### src/rtl/mag_thresh_pkg.sv
package mag_thresh_pkg;

  // Strobes passed from the control module to the datapath
  typedef struct packed {
    logic loadFlag;    // capture a new comparison result this cycle
    logic realMode;    // suppress the Q lane
    logic aboveSense;  // polarity of the flag
  } lvlStrobes_t;

  // Coefficient of the minor axis term, expressed in eighths
  localparam int unsigned MINOR_EIGHTHS = 3;

endpackage

### src/rtl/lvl_abs_sat.sv
module lvl_abs_sat #(
  parameter int unsigned SAMPLE_W = 10
) (
  input  logic [SAMPLE_W-1:0] din,
  output logic [SAMPLE_W-2:0] mag
);
  logic isMostNeg;
  logic [SAMPLE_W-1:0] negated;

  always_comb begin
    isMostNeg = din[SAMPLE_W-1] & ~(|din[SAMPLE_W-2:0]);
    negated   = (~din) + {{(SAMPLE_W-1){1'b0}}, 1'b1};
    if (isMostNeg)
      mag = '1;
    else if (din[SAMPLE_W-1])
      mag = negated[SAMPLE_W-2:0];
    else
      mag = din[SAMPLE_W-2:0];
  end
endmodule

### src/rtl/lvl_ctrl.sv
module lvl_ctrl
  import mag_thresh_pkg::*;
(
  input  logic        sampleValid,
  input  logic        realMode,
  input  logic        aboveSense,
  output lvlStrobes_t strobes
);
  always_comb begin
    strobes.loadFlag   = sampleValid;
    strobes.realMode   = realMode;
    strobes.aboveSense = aboveSense;
  end
endmodule

### src/rtl/lvl_datapath.sv
module lvl_datapath
  import mag_thresh_pkg::*;
#(
  parameter int unsigned SAMPLE_W = 10,
  parameter int unsigned THRESH_W = 8
) (
  input  logic                clk,
  input  logic                rstN,
  input  lvlStrobes_t         strobes,
  input  logic [SAMPLE_W-1:0] sampleI,
  input  logic [SAMPLE_W-1:0] sampleQ,
  input  logic [THRESH_W-1:0] threshold,
  output logic                levelFlag
);
  localparam int unsigned MAG_W   = SAMPLE_W - 1;
  localparam int unsigned EST_W   = MAG_W + 4;
  localparam int unsigned CMP_W   = EST_W + THRESH_W - 1;
  localparam int unsigned N_LANES = 2;

  logic [SAMPLE_W-1:0] laneIn  [N_LANES];
  logic [MAG_W-1:0]    laneMag [N_LANES];

  always_comb begin
    laneIn[0] = sampleI;
    laneIn[1] = strobes.realMode ? '0 : sampleQ;
  end

  for (genvar lane = 0; lane < N_LANES; lane++) begin : g_lane
    lvl_abs_sat #(.SAMPLE_W(SAMPLE_W)) absInst (
      .din (laneIn[lane]),
      .mag (laneMag[lane])
    );
  end

  logic [MAG_W-1:0] majorMag, minorMag;
  logic [EST_W-1:0] estEighths;
  logic [CMP_W-1:0] estAligned, thrAligned;
  logic             isAbove, isBelow, nextFlag;

  always_comb begin
    if (laneMag[0] >= laneMag[1]) begin
      majorMag = laneMag[0];
      minorMag = laneMag[1];
    end else begin
      majorMag = laneMag[1];
      minorMag = laneMag[0];
    end
    // estimate scaled by 8: 8*major + 3*minor
    estEighths = ({{(EST_W-MAG_W){1'b0}}, majorMag} << 3)
               + EST_W'(MINOR_EIGHTHS) * {{(EST_W-MAG_W){1'b0}}, minorMag};
    // bring estimate and threshold onto a common grid
    estAligned = {{(CMP_W-EST_W){1'b0}}, estEighths} << (THRESH_W - 1);
    thrAligned = {{(CMP_W-THRESH_W){1'b0}}, threshold} << (MAG_W + 3);
    isAbove    = estAligned > thrAligned;
    isBelow    = estAligned < thrAligned;
    nextFlag   = strobes.aboveSense ? isAbove : isBelow;
  end

  always_ff @(posedge clk) begin
    if (!rstN)
      levelFlag <= 1'b0;
    else if (strobes.loadFlag)
      levelFlag <= nextFlag;
  end
endmodule

### src/rtl/mag_thresh_detect.sv
module mag_thresh_detect
  import mag_thresh_pkg::*;
#(
  parameter int unsigned SAMPLE_W = 10,
  parameter int unsigned THRESH_W = 8
) (
  input  logic                clk,
  input  logic                rstN,
  input  logic                sampleValid,
  input  logic [SAMPLE_W-1:0] sampleI,
  input  logic [SAMPLE_W-1:0] sampleQ,
  input  logic                realMode,
  input  logic [THRESH_W-1:0] threshold,
  input  logic                aboveSense,
  output logic                levelFlag
);
  lvlStrobes_t strobes;

  lvl_ctrl ctrlInst (
    .sampleValid (sampleValid),
    .realMode    (realMode),
    .aboveSense  (aboveSense),
    .strobes     (strobes)
  );

  lvl_datapath #(.SAMPLE_W(SAMPLE_W), .THRESH_W(THRESH_W)) dpInst (
    .clk       (clk),
    .rstN      (rstN),
    .strobes   (strobes),
    .sampleI   (sampleI),
    .sampleQ   (sampleQ),
    .threshold (threshold),
    .levelFlag (levelFlag)
  );
endmodule

### config.mk
export PLATFORM = sky130hd
export DESIGN_NAME = mag_thresh_detect
export DESIGN_NICKNAME = d
export VERILOG_FILES = /design/src/rtl/mag_thresh_pkg.sv /design/src/rtl/lvl_abs_sat.sv /design/src/rtl/lvl_ctrl.sv /design/src/rtl/lvl_datapath.sv /design/src/rtl/mag_thresh_detect.sv
export SDC_FILE = /design/constraint.sdc
export NUM_CORES = 1
export LEC_CHECK = 0
export CORE_ASPECT_RATIO = 1.75
export CORE_UTILIZATION = 55
export DETAILED_ROUTE_END_ITERATION = 8
export DONT_BUFFER_PORTS = 1
export GPL_TIMING_DRIVEN = 0
export HOLD_SLACK_MARGIN = 0.15
export PLACE_DENSITY = 0.73
export SLEW_MARGIN = 20
export SYNTH_ARGS = -nofsm -noshare
export SYNTH_HDL_FRONTEND = slang
export SYNTH_SLANG_ARGS = --single-unit
### constraint.sdc
create_clock -name clk -period 19.8 [get_ports clk]
set_input_delay 3.96 -clock clk [delete_from_list [all_inputs] [get_ports clk]]
set_output_delay 3.96 -clock clk [all_outputs]
set_load 0.02 [all_outputs]
======== Yosys cells after proc, flatten, opt, wreduce, memory -nomap -nowiden ========
Index checks and enable logic that the tools add are counted.
operators by class
  $add $sub $neg .......................... 3
  $mul .................................... 1
  divide/modulo/power cells ............... 0
  $lt $le $gt $ge ......................... 3
  eq/ne operators ......................... 0
  shift-type cells ........................ 0
  muxes and demuxes ....................... 8
  bitwise operators ....................... 6
  reduce and logical (&&, ||, !) cells .... 2
operator list
  operator              count
  $mux 9                6
  $gt 20x20->1          1
  $lt 20x20->1          1
  $add 9x1->9 const B   2
  $not 9->9             2
  $reduce_or 9->1       2
  $add 12x11->13        1
  $mul 2x9->11 const A  1
  $mux 10               1
  $ge 9x9->1            1
  $and 1x1->1           2
  $not 1->1             2
  $mux 1                1
word-level totals
  flip-flop bits (word level) ............. 1
  latch bits .............................. 0
  memory bits (writable) .................. 0
  memory bits (read-only) ................. 0
  output and inout port bits .............. 1
  memories kept ........................... 0

======== Depth between registers and ports, before layout ========
  depth in word-level cells ............... 11
  gate-level depth with buffers ........... 34
  mapped depth without buffers ............ 31

======== Hierarchy ========
From an unflattened synthesis, not the netlist that was laid out.
second synthesis, totals
  cell total of the unflattened synthesis .. 273
  area total of the unflattened synthesis .. 1980.6 µm²
modules (own cells, without submodules)
  module                                  times used  cells each  area each (µm²)  sequential area each (µm²)
  lvl_datapath                            1           188         1403.8           20.0
  lvl_abs_sat (dpInst.g_lane[1].absInst)  1           42          282.8            0.0
  lvl_abs_sat (dpInst.g_lane[0].absInst)  1           40          271.5            0.0
  lvl_ctrl                                1           3           22.5             0.0

======== Least setup slack after synthesis ========
Ideal clock, no wire load.
  path kind ............................... input port to flip-flop
  from .................................... input port realMode
  to ...................................... register dpInst.levelFlag
  library setup time ...................... 0.120 ns
  arrival ................................. 9.959 ns
  required time ........................... 19.680 ns
  setup slack ............................. 9.721 ns
  stages .................................. 31
  path buffers ............................ 3
  cell sequence ........................... clkbuf_1 nand2b_1 ha_1 o21ai_0 nor2_1 ha_1 inv_1 a211oi_1 inv_1 ha_1 a221o_1 a31o_1 a211o_1 buf_6 buf_2 mux2i_1 ha_1 ha_1 inv_1 fa_1 nor2b_1 o21ai_0 a21boi_0 o21ai_0 a21oi_1 xor2_1 ha_1 nand4b_1 or4_1 o2111ai_1 o2bb2ai_1
on the way
  cells in the longest elaborated chain, start to end .. 11
ends and longest elaborated chain
  element                                       line                                    source
  start: declaration                            mag_thresh_detect.sv:12                 input logic realMode,
  $mux 10 (*)                                   lvl_datapath.sv:25                      laneIn[1] = strobes.realMode ? '0 : sampleQ;
  $not 9->9 or $reduce_or 9->1 (tied branches)  lvl_abs_sat.sv:12, lvl_abs_sat.sv:11
  $add 9x1->9 or $not 1->1 (tied branches)      lvl_abs_sat.sv:12, lvl_abs_sat.sv:11
  $mux 9 or $and 1x1->1 (tied branches)         lvl_abs_sat.sv:15, lvl_abs_sat.sv:11
  $mux 9 (*)                                    lvl_abs_sat.sv:13                       if (isMostNeg)
  $ge 9x9->1                                    lvl_datapath.sv:41                      if (laneMag[0] >= laneMag[1]) begin
  $mux 9                                        lvl_datapath.sv:41
  $mul 2x9->11                                  lvl_datapath.sv:50                      + EST_W'(MINOR_EIGHTHS) * {{(EST_W-MAG_W){1'b0}}, minorMag};
  $add 12x11->13 (*)                            lvl_datapath.sv:50
  $lt 20x20->1 or $gt 20x20->1 (tied branches)  lvl_datapath.sv:55, lvl_datapath.sv:54
  $mux 1 (*)                                    lvl_datapath.sv:56                      nextFlag = strobes.aboveSense ? isAbove : isBelow;
  end signal: assignment                        lvl_datapath.sv:63                      levelFlag <= nextFlag;
  end: declaration                              lvl_datapath.sv:13                      output logic levelFlag
Mark *: on every way between the ends. The rest lies on a longest branch, timed or not.
A chain may end at the register's enable or synchronous reset.

======== Final worst setup path ========
Same ends and word-level chain as after synthesis.

==> metrics list <==
- In the final layout, the share of cells above drive strength 1 is 4.63%.
- After routing, the total negative slack on setup checks comes to 0 ns.
- The setup path with the least slack is of type primary input to flop.
- # nets final: 333
* Maximum number of pins on one net before global-route repair: 11
- Proportion of netlist area held by the largest area contributor: 23.1%
* Area taken by flip-flops and latches: 20.0 µm²
* Total die area: 0.00360 mm²
- Input and output buffers added on the ports amount to 0.
* Vias after detailed routing: 1,829
* Sequential fraction of the synthesis area: 1.09%
- The first global-routing pass estimated 6830 µm of wire.
- Static timing analysis puts the maximum clock frequency at 0.0906 GHz.
* Worst max-slew margin expressed relative to the limit: 49.0%
* Logic pwr share: 97.5%
* Clock-pin slew reported for the worst setup and hold paths after clock tree synthesis: 0 ns
- Count of state elements after synthesis: 1
* Placement Cell Area: 0.00190 mm²
* Data required, critical path: 19.67 ns
- By count the netlist is led by 35 x sky130_fd_sc_hd__inv_1, 34 x sky130_fd_sc_hd__ha_1, 31 x sky130_fd_sc_hd__nor2_1.
- Summed over all instances, the cell type with the most area after synthesis is sky130_fd_sc_hd__ha_1.
- Ports: 34
* Start point of the critical path: realMode
- Share of the cycle needed by the critical path after routing: 55.7%
- Final setup viols: 0
- DP Worst Slack: 8.79 ns
* Internal cell power: 0.0000748 W
- The number of global-route vias before repair is 1,701.
- Count leader, synth: sky130_fd_sc_hd__inv_1
- Starting density of the core: 58.0%
* Power density over cell area: 85.4 mW/mm²
* Area of the mapped netlist: 0.00184 mm²
- In this run the static leakage power is 0.901 nW.
- Summing all non-filler instances in the final layout gives an area of 0.00190 mm².
- Share of total power in the clock network: 0%
* Final worst slack: 8.76 ns
* Type of element launching the critical path: primary input
- The number of setup buffers added after CTS is 0.
- From left edge to right edge, the die measures 45.8 µm.
- Fillers: 342
* Kind of end point of the critical path: flop
- From synthesis to final layout, the design area changed by 2.92%.
- Netlist cell types: 48
- Dpl hpwl: 3680 µm
- Sequential fraction of design power: 2.5%
- The largest registers in the layout are dpInst.levelFlag: 1 flops.
- Antenna violations before repair: 0
* Origin of the critical flop-to-flop path: dpInst.levelFlag
* Hold Vio Cnt, Final: 0
* Top area cells in the synthesized netlist: sky130_fd_sc_hd__ha_1 23%, sky130_fd_sc_hd__inv_1 7.1%, sky130_fd_sc_hd__nor2_1 6.3%, sky130_fd_sc_hd__fa_1 5.4%, sky130_fd_sc_hd__mux2i_1 5.4%
* DRC violations left: 0
- The number of nets handed over by synthesis was 331.
- For this design the total switching power over the nets is 0.0000872 W.
- Area of the multi-input gates: 0.00165 mm²
* Clock tree skew after final layout: 0 ns
* Prevailing post-synth register cell: sky130_fd_sc_hd__dfxtp_1
- Yosys mapped a number of flops with a built-in enable equal to 0.
- Setup repair after global routing missed its margin: false
- Number of hold buffers added after cts: 0
- The worst-case IR drop observed on VDD is 0.0698 mV.
* Worst path most repeated cell: sky130_fd_sc_hd__ha_1
* Average vias per placed instance: 6.06
* Number of gates given a new drive strength after cts: 0
* Max-cap violation count: 0
- The routed design has 4160 µm of wire.
- Along the worst path, the maximum fanout reaches 10.
- The detail route stage leaves a number of antenna-violating nets equal to 0.
- Number of instances in the synthesized netlist: 259
- Arrival time reported for the critical path endpoint: 10.91 ns
* Global Route Usage Sum: 24.4%
- Setup slack of the worst register-to-register path: 18.99 ns
- Row count: 27
* Number of flip-flops under the largest register name: 1
- Subtracting the final worst setup slack from the clock period gives 11.04 ns.
- Slowest library cell on the worst path: sky130_fd_sc_hd__a211oi_1
- For the pin with the worst max-slew slack, the measured transition is 0.760 ns.
- Slew Limit Fails: 0
- DRC marker count from the first detailed-route iteration: 22
- Synth async-reset ratio: 0%
* Wire length per cell after detailed routing: 13.8 µm
- Fraction of power spent switching nets: 53.8%
* Post-synthesis average cell area: 7.12 µm²
- Routability-driven placement finished with a final weighted congestion of 0.835.
- After global routing the overflow that remains totals 0.
- Register with the most flip-flops: dpInst.levelFlag
- The die is 78.6 µm tall.
- Number of detailed-routing iterations run before antenna repair: 4
- For the worst-skew pair, the clock arrives at the later sink with an insertion delay of 0 ns.
- Core region area: 0.00318 mm²
- Result of the run: completed
* Yosys warning total: 0
* Worst path max stage delay: 0.65 ns
- The tightest min-delay check is of the flop to flop type.
* Start point of the worst min-delay path: dpInst.levelFlag
- Antenna cells: 0
-- worst paths after layout --
path                       to  cells past startpoint
max          dpInst.levelFlag                     31
min          dpInst.levelFlag                      3
max reg2reg  dpInst.levelFlag                      3
min reg2reg  dpInst.levelFlag                      3
-- kinds of logic (layout without fill, tap and decap cells) --
logic type | after synthesis | count (layout) | synth area share [%]
AOI/OAI and AO/OA | 73 | 73 | 27.1
xor gates and xnor gates | 11 | 11 | 5.23
adders and majority gates | 39 | 39 | 28.5
buffers and inverters | 43 | 43 | 9.37
DFF | 1 | 1 | 1.09
muxes | 16 | 16 | 9.10
and+or+nand+nor | 76 | 76 | 19.6
-- power groups by stage --
| stage | Clock, W | Sequential [W] | Combinational, W |
|---|---|---|---|
| final | 0 | 0.00000399 | 0.000158 |
| after global routing | 0 | 0.00000407 | 0.000182 |
| after CTS | 0 | 0.00000401 | 0.000160 |
| after detailed placement | 0 | 0.00000401 | 0.000158 |
| after global placement | 0 | 0.00000395 | 0.000156 |
| after floorplan | 0 | 0.00000386 | 0.000127 |
-- layout make-up --
cell class                      count  area share [%]
Inverter                           35            6.93
Multi-Input combinational cell    215            87.0
Tap cell                           43            2.84
Buffer                              8            2.18
Sequential cell                     1            1.06
-- metrics by stage --
step | std cells | total power (W) | hold WS (ns) | utilization, %
floorplan | 259 | 0.000131 | 0.633 | -
global placement | 302 | 0.000160 | 0.672 | 59.7
detailed placement | 302 | 0.000162 | 0.689 | 59.7
CTS | 302 | 0.000164 | 0.690 | 59.7
global route | 302 | 0.000186 | 0.705 | 59.7
finish | 302 | 0.000162 | 0.682 | 59.7
-- layer usage --
| layer | GRT usage (%) | vias to the layer above | share of wire [%] |
|---|---|---|---|
| met5 | 0 | - | 0 |
| li1 | - | 935 | - |
| met3 | 0.460 | 6 | 3.1 |
| met1 | 24.3 | 839 | 37 |
| met4 | 3.24 | 0 | 1.3 |
| met2 | 51.6 | 49 | 58 |
-- cell usage in the layout, fill, tap and decap left out, drive strengths merged, types with 7 or more instances in the layout --
cell	netlist	routed
inv	35	35
ha	34	34
nor2	31	31
a21oi	17	17
o21ai	16	16
nand2	14	14
mux2i	10	10
nand2b	7	7
nor3	7	7
xnor2	7	7
-- worst max-delay path, delay by kind of cell --
| family | cells | cell delay (ns) |
|---|---|---|
| compound gates | 13 | 3.03 |
| buf+inv | 5 | 0.94 |
| fa+ha+maj | 6 | 1.65 |
| xor+xnor | 1 | 0.16 |
| simple gates | 6 | 1.17 |
Note: power is estimated with default switching activity, not from simulation.
